### src/rtl/llru_pkg.sv
package llru_pkg;
  typedef struct packed {
    logic takeReq;   // aligned request accepted
    logic loadBad;   // misaligned request, capture address
    logic takeResp;  // read data accepted
  } llStrobes_t;
endpackage

### src/rtl/llru_ctrl.sv
module llru_ctrl
  import llru_pkg::*;
(
  input  logic       clk,
  input  logic       rstN,
  input  logic       reqValid,
  input  logic       reqDebug,
  input  logic       alignFault,
  input  logic       memRdValid,
  output llStrobes_t strb,
  output logic       busy,
  output logic       memRdEn,
  output logic       done,
  output logic       excAddrErr
);
  typedef enum logic {ST_IDLE, ST_WAIT} llState_t;
  llState_t state;
  logic accept;

  always_comb begin
    accept        = (state == ST_IDLE) && reqValid;
    strb.takeReq  = accept && !alignFault;
    strb.loadBad  = accept && alignFault && !reqDebug;
    strb.takeResp = (state == ST_WAIT) && memRdValid;
    busy          = (state == ST_WAIT);
  end

  always_ff @(posedge clk) begin
    if (!rstN) begin
      state      <= ST_IDLE;
      memRdEn    <= 1'b0;
      done       <= 1'b0;
      excAddrErr <= 1'b0;
    end else begin
      if (strb.takeReq)       state <= ST_WAIT;
      else if (strb.takeResp) state <= ST_IDLE;
      memRdEn    <= strb.takeReq;
      done       <= strb.takeResp;
      excAddrErr <= accept && alignFault;
    end
  end
endmodule

### src/rtl/llru_datapath.sv
module llru_datapath
  import llru_pkg::*;
#(
  parameter int ADDR_W = 32,
  parameter int XLEN   = 64
) (
  input  logic              clk,
  input  logic              rstN,
  input  llStrobes_t        strb,
  input  logic [ADDR_W-1:0] reqAddr,
  input  logic              reqDouble,
  input  logic [XLEN-1:0]   memRdData,
  input  logic              linkClear,
  output logic              alignFault,
  output logic [ADDR_W-1:0] memRdAddr,
  output logic              memRdDouble,
  output logic [ADDR_W-1:0] badAddr,
  output logic [XLEN-1:0]   result,
  output logic              linkValid,
  output logic [ADDR_W-1:0] linkAddr,
  output logic [XLEN-1:0]   linkValue
);
  localparam int WORD_W   = 32;
  localparam int WORD_LSB = $clog2(WORD_W / 8);
  localparam int DBL_LSB  = $clog2(XLEN / 8);

  logic [XLEN-1:0] wordExt;
  logic [XLEN-1:0] loaded;

  always_comb begin
    if (reqDouble) alignFault = |reqAddr[DBL_LSB-1:0];
    else           alignFault = |reqAddr[WORD_LSB-1:0];
  end

  generate
    if (XLEN > WORD_W) begin : g_ext
      assign wordExt = {{(XLEN-WORD_W){memRdData[WORD_W-1]}}, memRdData[WORD_W-1:0]};
    end else begin : g_noext
      assign wordExt = memRdData;
    end
  endgenerate

  assign loaded = memRdDouble ? memRdData : wordExt;

  always_ff @(posedge clk) begin
    if (!rstN) begin
      memRdAddr   <= '0;
      memRdDouble <= 1'b0;
      badAddr     <= '0;
      result      <= '0;
      linkValid   <= 1'b0;
      linkAddr    <= '0;
      linkValue   <= '0;
    end else begin
      if (strb.takeReq) begin
        memRdAddr   <= reqAddr;
        memRdDouble <= reqDouble;
      end
      if (strb.loadBad) badAddr <= reqAddr;
      if (strb.takeResp) begin
        result    <= loaded;
        linkValue <= loaded;
        linkAddr  <= memRdAddr;
        linkValid <= 1'b1;
      end else if (linkClear) begin
        linkValid <= 1'b0;
      end
    end
  end
endmodule

### src/rtl/linked_load_unit.sv
module linked_load_unit
  import llru_pkg::*;
#(
  parameter int ADDR_W = 32,
  parameter int XLEN   = 64
) (
  input  logic              clk,
  input  logic              rstN,
  input  logic              reqValid,
  input  logic [ADDR_W-1:0] reqAddr,
  input  logic              reqDouble,
  input  logic              reqDebug,
  input  logic              linkClear,
  output logic              busy,
  output logic              done,
  output logic [XLEN-1:0]   result,
  output logic              excAddrErr,
  output logic [ADDR_W-1:0] badAddr,
  output logic              memRdEn,
  output logic [ADDR_W-1:0] memRdAddr,
  output logic              memRdDouble,
  input  logic              memRdValid,
  input  logic [XLEN-1:0]   memRdData,
  output logic              linkValid,
  output logic [ADDR_W-1:0] linkAddr,
  output logic [XLEN-1:0]   linkValue
);
  llStrobes_t strb;
  logic       alignFault;

  llru_ctrl u_ctrl (
    .clk(clk), .rstN(rstN), .reqValid(reqValid), .reqDebug(reqDebug),
    .alignFault(alignFault), .memRdValid(memRdValid), .strb(strb),
    .busy(busy), .memRdEn(memRdEn), .done(done), .excAddrErr(excAddrErr)
  );

  llru_datapath #(.ADDR_W(ADDR_W), .XLEN(XLEN)) u_dp (
    .clk(clk), .rstN(rstN), .strb(strb), .reqAddr(reqAddr),
    .reqDouble(reqDouble), .memRdData(memRdData), .linkClear(linkClear),
    .alignFault(alignFault), .memRdAddr(memRdAddr), .memRdDouble(memRdDouble),
    .badAddr(badAddr), .result(result), .linkValid(linkValid),
    .linkAddr(linkAddr), .linkValue(linkValue)
  );
endmodule

### config.mk
export PLATFORM = sky130hd
export DESIGN_NAME = linked_load_unit
export DESIGN_NICKNAME = d
export VERILOG_FILES = /design/src/rtl/llru_pkg.sv /design/src/rtl/llru_ctrl.sv /design/src/rtl/llru_datapath.sv /design/src/rtl/linked_load_unit.sv
export SDC_FILE = /design/constraint.sdc
export NUM_CORES = 1
export LEC_CHECK = 0
export BUFFER_PORTS_ARGS = -buffer_cell sky130_fd_sc_hd__buf_2
export CAP_MARGIN = 20
export CORE_AREA = 4 4 126 128
export CTS_BUF_LIST = sky130_fd_sc_hd__clkbuf_4
export DETAILED_ROUTE_END_ITERATION = 10
export DIE_AREA = 0 0 130 132
export GPL_TIMING_DRIVEN = 0
export PLACE_DENSITY = 0.77
export SLEW_MARGIN = 0
export SYNTH_ARGS = -nofsm -noshare
export SYNTH_HDL_FRONTEND = slang
export SYNTH_SLANG_ARGS = --single-unit
export TNS_END_PERCENT = 30
### constraint.sdc
create_clock -name clk -period 3.9 [get_ports clk]
set_clock_uncertainty 0.1 [all_clocks]
set_input_delay 0.78 -clock clk [delete_from_list [all_inputs] [get_ports clk]]
set_output_delay 0.78 -clock clk [all_outputs]
set_load 0.01 [all_outputs]
# [Word-level counts from Yosys, hierarchy flattened]
# Cells that the tools add are included.
# Widths: inputs -> output; s select.
[word_totals] output_inout_bits=230 inputBits=103 register_bits=166 wordCells=28
[op_classes] reduce_logical=11 n_bitwise=1 muxes=6
[ops] op="$mux 64" n=1
[ops] op="$logic_and 1x1->1" n=5
[ops] op="$mux 1" n=5
[ops] op="$reduce_bool 2->1" n=2
[ops] op="$reduce_or 3->1" n=1
[ops] op="$logic_not 1->1" n=2
[ops] op="$reduce_or 2->1" n=1
[ops] op="$not 1->1" n=1

# [Depth between registers and ports, before layout]
# Gate-level depths: netlist (run 1).
[depth] ltp_word=5 mapped_depth=6 mapped_depth_nobuf=3

# [Hierarchy]
# From an unflattened synthesis (run 1), not the netlist that was laid out.
[hier_totals] hier_cells=643 area_unflattened_um2=6875.3
[modules_own_cells] module="llru_datapath" seq_area_each_um2=3243.1 cells_each=631 instances=1 area_each_um2=6721.4
[modules_own_cells] module="llru_ctrl" seq_area_each_um2=80.1 cells_each=12 instances=1 area_each_um2=153.9

# [Least setup slack after synthesis (run 1)]
# No wires, ideal clock.
[synth_timing] path_type="input to register" from="in reqAddr[2]" to="reg u_dp.badAddr[10]" setup_time_ns=0.072 required_time_ns=3.728 path_buffers=1 path_stages=4 setup_slack_ns=2.111 t_arrival_ns=1.617 cell_sequence="a211oi_2 > nor3_2 > buf_6 > mux2i_1"
[synth_between] elab_chain_len=4
[synth_rtl] element="start: declaration" line="linked_load_unit.sv:10" text="input logic [ADDR_W-1:0] reqAddr,"
[synth_rtl] element="$reduce_or 3->1" line="llru_datapath.sv:31" text="if (reqDouble) alignFault = |reqAddr[DBL_LSB-1:0];"
[synth_rtl] element="$mux 1" line="llru_datapath.sv:31"
[synth_rtl] element="$logic_and 1x1->1 (2 in a row)" line="llru_ctrl.sv:23" text="strb.loadBad = accept && alignFault && !reqDebug;"
[synth_rtl] element="end signal: assignment" line="llru_datapath.sv:59" text="if (strb.loadBad) badAddr <= reqAddr;"
[synth_rtl] element="end: declaration" line="llru_datapath.sv:17" text="output logic [ADDR_W-1:0] badAddr,"
# No other way between the ends.
# A chain may end at the register's enable or synchronous reset.

# [Worst setup path after layout (run 1)]
[layout_timing] from="reg u_dp.result[54]" to="out result[54]"
[layout_lines] element="start: declaration" line="llru_datapath.sv:18" text="output logic [XLEN-1:0] result,"
[layout_lines] element="start signal: assignment" line="llru_datapath.sv:61" text="result <= loaded;"
[layout_lines] element="end: declaration" line="linked_load_unit.sv:16" text="output logic [XLEN-1:0] result,"
# No word-level cell between the ends.

==> impl_results.md, run 1 <==
- Slew @ Worst Pin: 655.4 ps
- Post-Syn Area: 6414 µm²
- Max Freq: 468.1 MHz
- WP data required: 3020 ps
- TritonCTS buffer count: 17
- Vias: 6141
- PortBufs: 332
- DR pass1 iterations: 4
- Lkg Pwr: 4.459 nW
- Sum Neg Setup Slack: 0 ps
- Post-place setup slack: 1597 ps
- Initial antenna violation count: 3
- Vias in the first global route: 5737
- Syn Nets: 851
- Synth async-reset ratio: 0%
- Largest net degree at the start of global routing: 17
- Placed cells: 1268
- Cell Rows: 45
- Clock period minus worst slack: 2136 ps
- Post-synth cell types: 21
- CP Max Fanout: 3
- Final setup fails: 0
- Yosys warns: 0
- Final Non-Filler Cells: 1302
- Syn_area_per_cell: 8.574 µm²
- Pwr Total: 0.003074 W
- FF-to-FF Start: u_ctrl.busy$_SDFFE_PN0P_
- Hold path startpoint: memRdData[23]
- Unrepaired setup endpoints after global routing: false
- Detailed-route DRC error count: 0
- FILL cells: 1436
- Placed Area: 8310 µm²
- Worst setup margin: 1764 ps
- Clock sinks: 166
- Outcome: completed
- Type of origin of the critical path: register
- Core Footprint: 14860 µm²
- Die height: 132 µm
- Average routed wire per standard cell: 15.32 µm
- Postcts setup bufs: 0
- First-pass GRT wire length: 29.97 mm
- Final hold violation count: 0
- Pwr/cell area: 357.4 nW/µm²
- 1st-iter DRT viols: 212
- Worst skew pair latency: 580 ps
- H-tree depth: 4
- Die area: 17160 µm²
- Post-layout net count: 1202
- CTS tree: done
- Detailed Route WL: 19.94 mm
- Max-cap viol count: 0
- Worst EP arrival: 1260 ps
- Ys flop type: dfxtp_1
- Die X: 130 µm
- I/O pins: 333
- Synth Register Bits: 166
- WS Path Type: reg2out
- GP Congestion: 0.8586
- Synth area leaders: dfxtp_1 52%, nand2_1 15%, mux2i_1 9.8%
- Register area share after synthesis: 51.81%
- Gr ovfl total: 0
- CTS root buf: clkbuf_4
- Share of layout cells above drive strength 1: 40.65%
- Via/cell ratio: 4.717
- # hold bufs at CTS: 0
- Period utilization: 54.77%
- Worst-case clock buffer depth: 2
- Final ANT Viol Nets: 0
- Clk slew on worst S/H paths: 140 ps
- VDD IR-drop max: 0.0002636 V
- Post-CTS sizing: 0
- Worst setup EP type: primary output
- Synth-to-layout area growth: 34.08%
- Global router's overall resource usage: 22.29%
- Hold crit path type: in2reg
- Slew Limit Fails: 0
- Finished Cell Area: 8600 µm²
- Mapped Cells: 748
- Final HPWL DP: 15.53 mm
- Starting Density: 43.15%
- Slew Limit Headroom: 56.07%
- Synth area leader: dfxtp_1
- EDFF count, synth: 0
- CP Launch Point: u_dp.result[54]$_SDFFE_PN0P_
- Top-area cell type share of the netlist area: 51.81%
final cells by class:
class                   instances  area [µm²]  area share, %
repair buffers                332        1662          19.32
multi-input cells             463        2331          27.11
plain buffers                 117       752.0          8.744
diodes                          2       5.005        0.05820
well taps                     188       235.2          2.735
clock inverters                14       148.9          1.731
inverters                       2       7.507        0.08730
clock buffers                  18       135.1          1.571
flip-flops and latches        166        3323          38.64
final timing paths:
path	endpoint	slack, ps	cells past startpoint
worst max-delay path	result[54]	1760	2
worst min-delay path	u_dp.result[23]$_SDFFE_PN0P_	310	3
worst max register to register	u_dp.badAddr[4]$_SDFFE_PN0P_	2230	4
worst min register to register	u_dp.linkAddr[3]$_SDFFE_PN0P_	360	2
Yosys cell counts, drive strengths merged (2+ instances only):
library cell	number
a21oi	99
and3	2
buf	88
clkbuf	29
dfxtp	166
mux2i	63
nand2	257
nand2b	3
nor2	2
nor3	2
o21ai	32
per-layer routing:
| metal | vias to the layer above | wire length [µm] | global-route usage [%] |
|---|---|---|---|
| met3 | 41 | 1839 | 8.833 |
| met2 | 218 | 9800 | 37.74 |
| met5 | - | 20 | 0 |
| met4 | 2 | 637 | 8.487 |
| li1 | 3075 | - | - |
| met1 | 2805 | 7647 | 25.03 |
logic make-up after synthesis:
group	share of synthesized area (%)
AO/OA/AOI/OAI	10.42
buffers and inverters	11.84
flip-flops	51.81
multiplexers	9.832
AND/OR/NAND/NOR	16.09
where the power goes:
part           internal [W]  total [W]  switching (W)
logic              0.000133   0.000297       0.000164
clock network      0.000392    0.00101       0.000622
registers           0.00174    0.00176      0.0000271
total               0.00226    0.00307       0.000812
worst max-delay path, cell delays in order (launching register included):
cell and delay (ps):
dfxtp_1 430, buf_4 130, buf_2 110
placed cells by master (no fill, tap or decap), drive strengths merged:
| master | netlist | final |
|---|---|---|
| a211oi | 1 | 1 |
| a21oi | 99 | 99 |
| and2 | 1 | 1 |
| and3 | 2 | 2 |
| buf | 88 | 420 |
| bufinv | 0 | 2 |
| clkbuf | 29 | 47 |
| clkinv | 1 | 6 |
| clkinvlp | 0 | 3 |
| dfxtp | 166 | 166 |
| diode | 0 | 2 |
| inv | 1 | 5 |
| mux2i | 63 | 63 |
| nand2 | 257 | 257 |
| nand2b | 3 | 3 |
| nand3b | 1 | 1 |
| nor2 | 2 | 2 |
| nor3 | 2 | 2 |
| o21ai | 32 | 32 |
sequential cells by signal, summed over array words and instances (netlist names), 32 cells and up:
register	count
u_dp.result	64
u_dp.memRdAddr	32
u_dp.linkAddr	32
u_dp.badAddr	32
per-stage QoR:
step                hold WS [ps]  utilization [%]
finish                     311.9            57.85
global route               255.5            57.85
CTS                        274.2            57.82
detailed placement         343.2            55.91
global placement           338.2            55.91
floorplan                  379.0                -
(Power assumes the default switching activity.)
==> inputs of run 2 (changes only) <==
Settings changed: CORE_AREA 4 4 126 128 to unset, CORE_MARGIN set to 4, CORE_UTILIZATION set to 42, DIE_AREA 0 0 130 132 to unset, PLACE_DENSITY 0.77 to 0.78.
Clock period 3.9 ns to 1.9 ns, I/O delays scaled along.
==> run 2 against run 1 <==
Effect of this change: routed wire length is 14% higher; die area is 0.89% higher; clock power increased by 100%; utilization is 7.0 points higher; sequential share of layout area down 3.9 points; first-iteration DRC count rose by 62%; critical path type is now in2reg; critical endpoint is now u_dp.badAddr[10]$_SDFFE_PN0P_.
==> impl_results.md, run 2 (synthesis gave the netlist of run 1 again) <==
- FILL cells: 1230 (-14%)
- Area of the multi-input gates: 2331 µm² (unchanged)
- Slew @ Worst Pin: 675.6 ps (+20.20 ps)
- Sw Pwr: 0.001673 W (+110%)
- 1st-iter DRT viols: 344 (+62%)
- Register area: 3323 µm² (unchanged)
- Pwr/cell area: 675.3 nW/µm² (+89%)
- CTS tree: done
- H-tree depth: 4 (unchanged)
- Clock period minus worst slack: 1796 ps
- Cell Rows: 44 (-2.2%)
- Global router's overall resource usage: 25.33% (+3.0 points)
- Outcome: completed
- Clock sinks: 166 (unchanged)
- Logic pwr share: 12.2% (+2.5 points)
- Vias in the first global route: 6727 (+17%)
- DR pass1 iterations: 5 (+1)
- Average routed wire per standard cell: 16.32 µm (+6.5%)
- Sequential Power Share: 56.0% (-1.4 points)
- First-pass GRT wire length: 35.76 mm (+19%)
- Cell Chain, Critical Path: dlygate4sd3_1 -> buf_2 -> a211oi_2 -> nor3_2 -> buf_6 -> mux2i_1
- Most common cell after layout, fill and taps aside: buf_2
- CP Max Fanout: 10 (+7)
- Die area: 17310 µm² (+0.89%)
- Starting Density: 43.47% (+0.32 points)
- Final setup fails: 0 (unchanged)
- Worst EP arrival: 2190 ps (+930 ps)
- Largest net degree at the start of global routing: 17 (unchanged)
- Worst-case clock buffer depth: 2 (unchanged)
- WS Path Type: in2reg
- Largest Register: u_dp.result
- Final hold violation count: 0 (unchanged)
- Max-cap viol count: 0 (unchanged)
- GP Congestion: 0.8655 (+0.80%)
- Finished Cell Area: 9575 µm² (+11%)
- Share of layout cells above drive strength 1: 37.27% (-3.4 points)
- Synth-to-layout area growth: 49.30%
- Power share of the clock group: 31.7% (-1.3 points)
- Pint: 0.004794 W (+110%)
- Max Freq: 556.7 MHz
- Net Sw Frac: 25.87% (-0.56 points)
- Most frequent cells in the layout: 347 x buf_2, 257 x nand2_1, 166 x dfxtp_1
- Die X: 131.6 µm (+1.2%)
- Hold crit path type: in2reg
- Detailed Route WL: 22.76 mm (+14%)
- Max reg flops: 64 (unchanged)
- PortBufs: 332 (unchanged)
- Worst skew pair latency: 560 ps (-20 ps)
- Gr ovfl total: 0 (unchanged)
- CTS root buf: clkbuf_4
- Buffers and inverters on the worst path: 3 (+1)
- Initial antenna violation count: 1 (-2)
- Placed Area: 8305 µm² (about the same)
- Slew Limit Fails: 0 (unchanged)
- Postcts setup bufs: 0 (unchanged)
- Via/cell ratio: 4.822 (+2.2%)
- WP data required: 2290 ps (-730 ps)
- Lkg Pwr: 4.870 nW (+9.2%)
- Crit path max-delay family: buffers and inverters
- Slew Limit Headroom: 54.72% (-1.4 points)
- VDD IR-drop max: 0.0004548 V (+73%)
- Crit path largest cell delay: 570 ps (+140 ps)
- Die height: 131.6 µm (-0.32%)
- Vias: 6726 (+9.5%)
- Detailed-route DRC error count: 0 (unchanged)
- I/O pins: 333 (unchanged)
- CP max-delay cell: nor3_2
- Hold_ws: 52.08 ps (-259.9 ps)
- Unrepaired setup endpoints after global routing: false
- Post-layout net count: 1301 (+8.2%)
- Final HPWL DP: 15.87 mm (+2.2%)
- Final ANT Viol Nets: 0 (unchanged)
- Core Footprint: 14750 µm² (-0.74%)
- Period utilization: 94.54%
- TritonCTS buffer count: 17 (unchanged)
- Type of origin of the critical path: primary input
- Clk slew on worst S/H paths: 140 ps (about the same)
- Worst setup EP type: register
run 2: cell types whose count changed in the layout (fill, tap and decap cells not counted), sizes merged:
cell	change
diode	-1
inv	-1
clkinv	-2
clkbuf	+2
dlygate4sd3	+99
run 2: path summary, 6_finish.rpt:
kind,from,to,slack [ps],cells past startpoint
worst max-delay path,reqAddr[2],u_dp.badAddr[10]$_SDFFE_PN0P_,100,6
worst min-delay path,reqDouble,u_dp.memRdDouble$_SDFFE_PN0P_,50,3
worst max register to register,u_ctrl.busy$_SDFFE_PN0P_,u_dp.badAddr[10]$_SDFFE_PN0P_,160,4
worst min register to register,u_dp.linkAddr[6]$_SDFFE_PN0P_,u_dp.linkAddr[6]$_SDFFE_PN0P_,360,2
run 2: power by group through the flow:
stage	Sequential [W]	Combinational, W	Clock, W
finish	0.00362	0.000792	0.00205
global route	0.00363	0.000853	0.00222
CTS	0.00362	0.000780	0.00209
detailed placement	0.00370	0.000616	0
global placement	0.00369	0.000609	0
floorplan	0.00373	0.000279	0
run 2: worst register-to-register path, stage by stage, from the launching register on:
cell and delay, ps:
dfxtp_1 390, nand2b_1 190, nor3_2 520, buf_6 270
mux2i_1 210
run 2: final cells by class:
class / count / share of cell area [%]
flip-flops and latches: 166 / 34.71
repair buffers: 431 / 27.70
multi-input cells: 463 / 24.34
plain buffers: 117 / 7.866
well taps: 184 / 2.404
clock buffers: 20 / 1.568
clock inverters: 11 / 1.307
inverters: 2 / 0.07840
diodes: 1 / 0.02613
run 2: through the flow:
| stage | cells | util, % | worst slack, ps | TNS (ps) | total power (W) |
|---|---|---|---|---|---|
| finish | 1395 | 64.90 | 103.7 | 0 | 0.006467 |
| global route | 1395 | 64.90 | 27.80 | 0 | 0.006711 |
| CTS | 1394 | 64.87 | 115.1 | 0 | 0.006494 |
| detailed placement | 1264 | 56.29 | -46.44 | -291.1 | 0.004312 |
| global placement | 1264 | 56.29 | -21.50 | -161.0 | 0.004303 |
| floorplan | 748 | - | 484.5 | 0 | 0.004006 |
run 2: repair_timing:
action	CTS	global route
gates resized for setup	0	2
hold buffers	99	0
hold endpoints to repair	129	0
setup endpoints to repair	0	2
run 2: metal layers:
metal | global-route usage, % | vias to the layer above | routed length (µm)
met1 | 28.21 | 3075 | 8786
met3 | 8.333 | 63 | 1839
met2 | 44.64 | 314 | 11260
li1 | - | 3274 | -
met4 | 10.27 | 0 | 877
met5 | 0 | - | 0
